<file path="config.mk">
export PLATFORM = sky130hd
export DESIGN_NAME = alu_exec
export DESIGN_NICKNAME = d
export VERILOG_FILES = /design/src/rtl/alu_pkg.sv /design/src/rtl/alu_decode.sv /design/src/rtl/alu_operand.sv /design/src/rtl/alu_arith.sv /design/src/rtl/alu_shift.sv /design/src/rtl/alu_exec.sv
export SDC_FILE = /design/constraint.sdc
export NUM_CORES = 1
export LEC_CHECK = 0
export BUFFER_PORTS_ARGS = -buffer_cell sky130_fd_sc_hd__clkbuf_2
export CAP_MARGIN = 20
export CORE_MARGIN = 8
export CORE_UTILIZATION = 40
export DETAILED_ROUTE_END_ITERATION = 8
export SETUP_SLACK_MARGIN = 0.5
export SLEW_MARGIN = 40
export SYNTH_ARGS = -nofsm -noshare
export SYNTH_HDL_FRONTEND = slang
export SYNTH_HIERARCHICAL = 1
export SYNTH_SLANG_ARGS = --single-unit
</file>
<file path="constraint.sdc">
create_clock -name vclk -period 7.11
set_clock_uncertainty 0.05 [all_clocks]
set_input_delay 0.711 -clock vclk [all_inputs]
set_output_delay 0.711 -clock vclk [all_outputs]
set_load 0.03 [all_outputs]
</file>
<file path="src/rtl/alu_pkg.sv">
package alu_pkg;

   localparam int OPC_W = 6;

   // primary opcodes
   localparam logic [OPC_W-1:0] OPC_REG   = 6'b000000;
   localparam logic [OPC_W-1:0] OPC_ADDI  = 6'b001000;
   localparam logic [OPC_W-1:0] OPC_ADDIU = 6'b001001;
   localparam logic [OPC_W-1:0] OPC_SLTI  = 6'b001010;
   localparam logic [OPC_W-1:0] OPC_SLTIU = 6'b001011;
   localparam logic [OPC_W-1:0] OPC_ANDI  = 6'b001100;
   localparam logic [OPC_W-1:0] OPC_ORI   = 6'b001101;
   localparam logic [OPC_W-1:0] OPC_XORI  = 6'b001110;
   localparam logic [OPC_W-1:0] OPC_LUI   = 6'b001111;

   // function codes under OPC_REG
   localparam logic [OPC_W-1:0] FN_SLL  = 6'b000000;
   localparam logic [OPC_W-1:0] FN_SRL  = 6'b000010;
   localparam logic [OPC_W-1:0] FN_SRA  = 6'b000011;
   localparam logic [OPC_W-1:0] FN_SLLV = 6'b000100;
   localparam logic [OPC_W-1:0] FN_SRLV = 6'b000110;
   localparam logic [OPC_W-1:0] FN_SRAV = 6'b000111;
   localparam logic [OPC_W-1:0] FN_ADD  = 6'b100000;
   localparam logic [OPC_W-1:0] FN_ADDU = 6'b100001;
   localparam logic [OPC_W-1:0] FN_SUB  = 6'b100010;
   localparam logic [OPC_W-1:0] FN_SUBU = 6'b100011;
   localparam logic [OPC_W-1:0] FN_AND  = 6'b100100;
   localparam logic [OPC_W-1:0] FN_OR   = 6'b100101;
   localparam logic [OPC_W-1:0] FN_XOR  = 6'b100110;
   localparam logic [OPC_W-1:0] FN_NOR  = 6'b100111;
   localparam logic [OPC_W-1:0] FN_SLT  = 6'b101010;
   localparam logic [OPC_W-1:0] FN_SLTU = 6'b101011;

   typedef enum logic [3:0] {
      K_ADD, K_SUB, K_AND, K_OR, K_XOR, K_NOR,
      K_SLT, K_SLTU, K_SLL, K_SRL, K_SRA, K_LUI, K_NONE
   } alu_kind_e;

   typedef enum logic [1:0] {
      SRC_RT, SRC_SIMM, SRC_ZIMM
   } bsrc_e;

   typedef struct packed {
      alu_kind_e kind;
      bsrc_e     bsrc;
      logic      amt_from_rs;
      logic      unsup;
   } alu_ctl_t;

endpackage

</file>
<file path="src/rtl/alu_decode.sv">
module alu_decode
   import alu_pkg::*;
(
   input  logic [OPC_W-1:0] opcode_i,
   input  logic [OPC_W-1:0] funct_i,
   output alu_ctl_t         ctl_o
);

   always_comb begin
      ctl_o = '{kind: K_NONE, bsrc: SRC_RT, amt_from_rs: 1'b0, unsup: 1'b1};
      unique case (opcode_i)
         OPC_REG: begin
            ctl_o.unsup = 1'b0;
            unique case (funct_i)
               FN_ADD, FN_ADDU: ctl_o.kind = K_ADD;
               FN_SUB, FN_SUBU: ctl_o.kind = K_SUB;
               FN_AND:  ctl_o.kind = K_AND;
               FN_OR:   ctl_o.kind = K_OR;
               FN_XOR:  ctl_o.kind = K_XOR;
               FN_NOR:  ctl_o.kind = K_NOR;
               FN_SLT:  ctl_o.kind = K_SLT;
               FN_SLTU: ctl_o.kind = K_SLTU;
               FN_SLL:  ctl_o.kind = K_SLL;
               FN_SRL:  ctl_o.kind = K_SRL;
               FN_SRA:  ctl_o.kind = K_SRA;
               FN_SLLV: begin ctl_o.kind = K_SLL; ctl_o.amt_from_rs = 1'b1; end
               FN_SRLV: begin ctl_o.kind = K_SRL; ctl_o.amt_from_rs = 1'b1; end
               FN_SRAV: begin ctl_o.kind = K_SRA; ctl_o.amt_from_rs = 1'b1; end
               default: ctl_o.unsup = 1'b1;
            endcase
         end
         OPC_ADDI, OPC_ADDIU: ctl_o = '{K_ADD,  SRC_SIMM, 1'b0, 1'b0};
         OPC_SLTI:            ctl_o = '{K_SLT,  SRC_SIMM, 1'b0, 1'b0};
         OPC_SLTIU:           ctl_o = '{K_SLTU, SRC_SIMM, 1'b0, 1'b0};
         OPC_ANDI:            ctl_o = '{K_AND,  SRC_ZIMM, 1'b0, 1'b0};
         OPC_ORI:             ctl_o = '{K_OR,   SRC_ZIMM, 1'b0, 1'b0};
         OPC_XORI:            ctl_o = '{K_XOR,  SRC_ZIMM, 1'b0, 1'b0};
         OPC_LUI:             ctl_o = '{K_LUI,  SRC_ZIMM, 1'b0, 1'b0};
         default: ;
      endcase
   end

endmodule

</file>
<file path="src/rtl/alu_operand.sv">
module alu_operand
   import alu_pkg::*;
#(
   parameter int DATA_W = 32,
   parameter int IMM_W  = 16
)(
   input  bsrc_e             bsrc_i,
   input  logic [DATA_W-1:0] rt_i,
   input  logic [IMM_W-1:0]  imm_i,
   output logic [DATA_W-1:0] b_o,
   output logic [DATA_W-1:0] upper_o
);

   localparam int EXT_W = DATA_W - IMM_W;

   logic [DATA_W-1:0] simm, zimm;

   assign simm    = {{EXT_W{imm_i[IMM_W-1]}}, imm_i};
   assign zimm    = {{EXT_W{1'b0}}, imm_i};
   assign upper_o = {imm_i, {EXT_W{1'b0}}};

   always_comb begin
      unique case (bsrc_i)
         SRC_SIMM: b_o = simm;
         SRC_ZIMM: b_o = zimm;
         default:  b_o = rt_i;
      endcase
   end

endmodule

</file>
<file path="src/rtl/alu_arith.sv">
module alu_arith #(
   parameter int DATA_W = 32
)(
   input  logic [DATA_W-1:0] a_i,
   input  logic [DATA_W-1:0] b_i,
   output logic [DATA_W-1:0] sum_o,
   output logic [DATA_W-1:0] diff_o,
   output logic              lt_s_o,
   output logic              lt_u_o
);

   localparam int MSB = DATA_W - 1;

   logic [DATA_W:0] diff_ext;

   assign sum_o    = a_i + b_i;
   // a + ~b + 1 ; carry out clear means a borrow, i.e. a < b unsigned
   assign diff_ext = {1'b0, a_i} + {1'b0, ~b_i} + {{DATA_W{1'b0}}, 1'b1};
   assign diff_o   = diff_ext[MSB:0];
   assign lt_u_o   = ~diff_ext[DATA_W];
   assign lt_s_o   = (a_i[MSB] ^ b_i[MSB]) ? a_i[MSB] : diff_ext[MSB];

endmodule

</file>
<file path="src/rtl/alu_shift.sv">
module alu_shift #(
   parameter int DATA_W = 32,
   parameter int IMPL   = 0,   // 0: logarithmic stages, 1: operator form
   localparam int AMT_W = $clog2(DATA_W)
)(
   input  logic [DATA_W-1:0] val_i,
   input  logic [AMT_W-1:0]  amt_i,
   input  logic              right_i,
   input  logic              arith_i,
   output logic [DATA_W-1:0] res_o
);

   generate
      if (IMPL == 0) begin : g_stages
         logic [DATA_W-1:0] rev_in, src, rev_out;
         logic [DATA_W-1:0] stage [AMT_W+1];
         logic              fill;

         for (genvar b = 0; b < DATA_W; b++) begin : g_rev
            assign rev_in[b]  = val_i[DATA_W-1-b];
            assign rev_out[b] = stage[AMT_W][DATA_W-1-b];
         end

         // left shifts run through the right shifter on bit-reversed data
         assign src      = right_i ? val_i : rev_in;
         assign fill     = right_i & arith_i & val_i[DATA_W-1];
         assign stage[0] = src;

         for (genvar s = 0; s < AMT_W; s++) begin : g_lvl
            localparam int SH = 1 << s;
            assign stage[s+1] = amt_i[s]
               ? {{SH{fill}}, stage[s][DATA_W-1:SH]}
               : stage[s];
         end

         assign res_o = right_i ? stage[AMT_W] : rev_out;
      end else begin : g_ops
         logic signed [DATA_W-1:0] sval;
         assign sval = val_i;
         always_comb begin
            if (!right_i)     res_o = val_i << amt_i;
            else if (arith_i) res_o = sval >>> amt_i;
            else              res_o = val_i >> amt_i;
         end
      end
   endgenerate

endmodule

</file>
<file path="src/rtl/alu_exec.sv">
module alu_exec
   import alu_pkg::*;
#(
   parameter int DATA_W     = 32,
   parameter int IMM_W      = 16,
   parameter int SHIFT_IMPL = 0,
   localparam int SHAMT_W   = $clog2(DATA_W)
)(
   input  logic [OPC_W-1:0]   opcode_i,
   input  logic [OPC_W-1:0]   funct_i,
   input  logic [SHAMT_W-1:0] shamt_i,
   input  logic [DATA_W-1:0]  rs_val_i,
   input  logic [DATA_W-1:0]  rt_val_i,
   input  logic [IMM_W-1:0]   imm_i,
   output logic [DATA_W-1:0]  result_o,
   output logic               unsupported_o
);

   generate
      if ((DATA_W & (DATA_W - 1)) != 0) begin : g_bad_width
         $error("alu_exec: DATA_W must be a power of two");
      end
      if (DATA_W <= IMM_W) begin : g_bad_imm
         $error("alu_exec: DATA_W must exceed IMM_W");
      end
      if (SHIFT_IMPL != 0 && SHIFT_IMPL != 1) begin : g_bad_impl
         $error("alu_exec: SHIFT_IMPL must be 0 or 1");
      end
   endgenerate

   alu_ctl_t           ctl;
   logic [DATA_W-1:0]  b_val, upper, sum, diff, sh_res;
   logic               lt_s, lt_u;
   logic [SHAMT_W-1:0] sh_amt;
   logic [DATA_W-1:0]  res_raw;

   alu_decode u_dec (
      .opcode_i (opcode_i),
      .funct_i  (funct_i),
      .ctl_o    (ctl)
   );

   alu_operand #(.DATA_W(DATA_W), .IMM_W(IMM_W)) u_opnd (
      .bsrc_i  (ctl.bsrc),
      .rt_i    (rt_val_i),
      .imm_i   (imm_i),
      .b_o     (b_val),
      .upper_o (upper)
   );

   alu_arith #(.DATA_W(DATA_W)) u_arith (
      .a_i    (rs_val_i),
      .b_i    (b_val),
      .sum_o  (sum),
      .diff_o (diff),
      .lt_s_o (lt_s),
      .lt_u_o (lt_u)
   );

   assign sh_amt = ctl.amt_from_rs ? rs_val_i[SHAMT_W-1:0] : shamt_i;

   alu_shift #(.DATA_W(DATA_W), .IMPL(SHIFT_IMPL)) u_shift (
      .val_i   (rt_val_i),
      .amt_i   (sh_amt),
      .right_i (ctl.kind inside {K_SRL, K_SRA}),
      .arith_i (ctl.kind == K_SRA),
      .res_o   (sh_res)
   );

   always_comb begin
      unique case (ctl.kind)
         K_ADD:  res_raw = sum;
         K_SUB:  res_raw = diff;
         K_AND:  res_raw = rs_val_i & b_val;
         K_OR:   res_raw = rs_val_i | b_val;
         K_XOR:  res_raw = rs_val_i ^ b_val;
         K_NOR:  res_raw = ~(rs_val_i | b_val);
         K_SLT:  res_raw = {{(DATA_W-1){1'b0}}, lt_s};
         K_SLTU: res_raw = {{(DATA_W-1){1'b0}}, lt_u};
         K_SLL, K_SRL, K_SRA: res_raw = sh_res;
         K_LUI:  res_raw = upper;
         default: res_raw = '0;
      endcase
   end

   assign result_o      = ctl.unsup ? '0 : res_raw;
   assign unsupported_o = ctl.unsup;

endmodule

</file>
==> key figures <==
Outcome
  – Status: completed

Worst setup path
  – Startpoint type of the worst setup path: input pin
  – CP Launch Point: opcode_i[5]
  – Critical setup path kind: in -> out
  – Nature of the critical path endpoint: output port
  – Data required time of the worst path: 6.35 ns
  – Maximum fanout count along the critical path: 25
  – Worst setup path end: result_o[0]
  – Worst EP arrival: 5.74 ns

Routing
  – Antenna-violating nets left: 0
  – DRC violation count after routing: 0
  – Post-DR wirelength/cell: 26.14 um
  – DRT iter0 DRCs: 1838
  – Routed wire length: 56100 um
  – Vias after detailed routing: 14095
  – First-pass DRT Iterations: 9
  – Average vias per placed instance: 6.568

Floorplan
  – Number of top-level pins: 130
  – Placeable Area: 29640 sq um
  – Initial core utilization: 40.69%
  – Chip Width: 189.6 um
  – Vertical die dimension: 189.6 um
  – Floorplan die area: 35960 sq um
  – Total number of placement rows: 63

GRT
  – Met3 GRT Util: 3.808%
  – Global Route Usage Sum: 29.31%
  – Global route overflow: 0
  – Met1 GRT Util: 38.15%
  – Most Crowded Layer GR: met2
  – Largest net degree at the start of global routing: 61
  – First-pass GRT wire length: 82880 um
  – Via count of the first global-routing pass: 13137
  – Antenna violations before repair: 1
  – Met2 track demand over resource: 46.82%

Hold path
  – Kind of path behind the tightest hold check: in -> out

Placement
  – Placer's final routability congestion estimate: 1.035
  – DP HPWL: 43950 um
  – IO buf count: 130

Pwr
  – Switching Share: 61.42%
  – Combinational group share of total power: 100.0%
  – Static leakage power: 5.894 nW
  – Part of the total power dissipated in the clock network: 0%
  – Sequential group share of total power: 0%
  – Worst-case vdd ir drop: 0.00005147 V
  – Switching power total: 0.6780 mW
  – Pwr dens: 84.10 nW/um^2
  – Internal cell power: 0.4258 mW

Layout
  – Net total in the final layout: 1987
  – Core Util, Final: 44.29%
  – Layout cell share with drive strength beyond 1: 21.13%
  – Fill cell count: 3142
  – Antenna Cells: 0
  – Number of clock buffers in the layout: 0
  – Footprint of the flip-flops and latches: 0 sq um
  – Most used cells in the layout excluding fill and tap cells: 171 x nand2_1, 136 x inv_1, 129 x clkbuf_2
  – Final sequential cell count: 0
  – P&R area growth vs syn: 8.850%
  – Most common cell after layout, fill and taps aside: nand2_1

Timing
  – Hold Fails Final Rpt: 0
  – Pins over their slew limit: 0
  – Total of endpoints with negative setup slack in the final report: 0
  – Final min period: 6.504 ns
  – Normalized max-slew margin: 43.86%
  – RSZ-0062 raised after global routing: true
  – Transition at the pin with the smallest max-transition slack: 0.8421 ns
  – Total Negative Setup Slacks: 0 ns
  – Maximum operating frequency: 0.1538 GHz
  – Final critical-path share of the clock period: 91.48%

Synth
  – Post-synth top area share: 13.38%
  – Leading cell types by total area after synthesis: ha_1 13%, mux2i_1 6.1%, mux4_2 5.4%, nand2_1 5.4%, a21oi_1 5.1%
  – Synthesis Warnings: 6
  – Number of instances in the synthesized netlist: 1689
  – Cell type with the highest aggregate area in the netlist: ha_1
  – Post-synth cell types: 112
  – Post-Synthesis Mean Instance Area: 7.140 sq um
  – Combined area of all synthesized cells: 12060 sq um
  – Post-synthesis sequential area ratio: 0%

CTS
  – Cts hold-fix bufs: 0

Job
  – Max-cap check violation count: 0
## logic make-up (layout without fill, tap and decap cells)
family	after synthesis	after routing	share of synthesized area (%)
buffers and inverters	301	353	13.71
muxes	140	140	15.49
adders and majority gates	132	132	13.88
AOI/OAI and AO/OA	560	560	32.39
other	1	16	0.03110
and+or+nand+nor	498	498	20.36
xor gates and xnor gates	57	57	4.140
## final cells by class
class	instances	area [sq um]	share of cell area, %
inverters	144	540.5	4.118
repair buffers	209	1308	9.961
multi-input cells	1403	10790	82.20
well taps	390	488.0	3.717
## power groups by stage
stage	combinational [mW]	clock, mW	sequential (mW)
2_1_floorplan	0.715	0	0
3_3_place_gp	1.02	0	0
3_5_place_dp	1.02	0	0
4_1_cts	1.04	0	0
5_1_grt	1.17	0	0
6_report	1.10	0	0
## critical path: stages
cell and delay, ns:
clkbuf_2 0.09, or2_4 0.29, nor3_4 0.23, inv_2 0.07, ha_4 0.28, buf_12 0.17, o21ai_0 0.29, buf_4 0.22
inv_1 0.05, ha_1 0.33, buf_4 0.18, nand2_1 0.09, a21oi_1 0.28, nand3_1 0.18, or2_0 0.26, a31oi_2 0.28
nor4b_4 0.11, o41ai_2 0.41, a31oi_1 0.17, mux2_2 0.28, a22oi_1 0.14, nor2_1 0.08, a21oi_1 0.14, a21oi_1 0.15
clkbuf_2 0.26
## timing repair
action                     4_1_cts  5_1_grt
cloned                           1        0
pin swaps                        6       17
setup endpoints to repair        8       16
resized for setup               21       36
setup buffers                    3       14
## layer usage
layer | wire length, um | up-vias
met2 | 24790 | 876
met4 | 3587 | 2
met5 | 13 | -
li1 | - | 6300
met3 | 5388 | 191
met1 | 22320 | 6726
## synth_stat cells (all sizes together) (15+ instances only)
cell type and number:
a31oi 23, o21ai 108, mux4 31, o22ai 39, clkbuf 42, nand2 172, mux2i 74, nand3 30
nor2b 37, o21bai 15, and3 15, inv 142, a21oi 126, nor2 119, a22oi 54, ha 129
xnor2 50, nor3 35, a221oi 25, nand2b 17, mux2 35, buf 114
## per-stage QoR
stage	power (mW)	cell area [sq um]	setup WS (ns)	hold slack, ns	cells
after floorplan	0.7152	12120	0.9963	1.834	1704
after global placement	1.018	12680	0.2309	1.903	2128
after detailed placement	1.020	12690	0.1710	1.898	2128
after CTS	1.039	12820	0.5272	1.900	2132
after global routing	1.170	13130	0.4685	1.970	2146
final	1.104	13130	0.6061	1.901	2146
## worst min path at each step
stage | depth (start not counted) | slack [ns] | to | from
detailed placement | 3 | 1.90 | unsupported_o | opcode_i[3]
CTS | 3 | 1.90 | unsupported_o | opcode_i[3]
finish | 3 | 1.90 | unsupported_o | opcode_i[3]
global placement | 3 | 1.90 | unsupported_o | opcode_i[3]
floorplan | 4 | 1.83 | result_o[19] | rs_val_i[19]
global route | 3 | 1.97 | unsupported_o | opcode_i[3]
No activity file was read; power rests on OpenSTA's default activity.
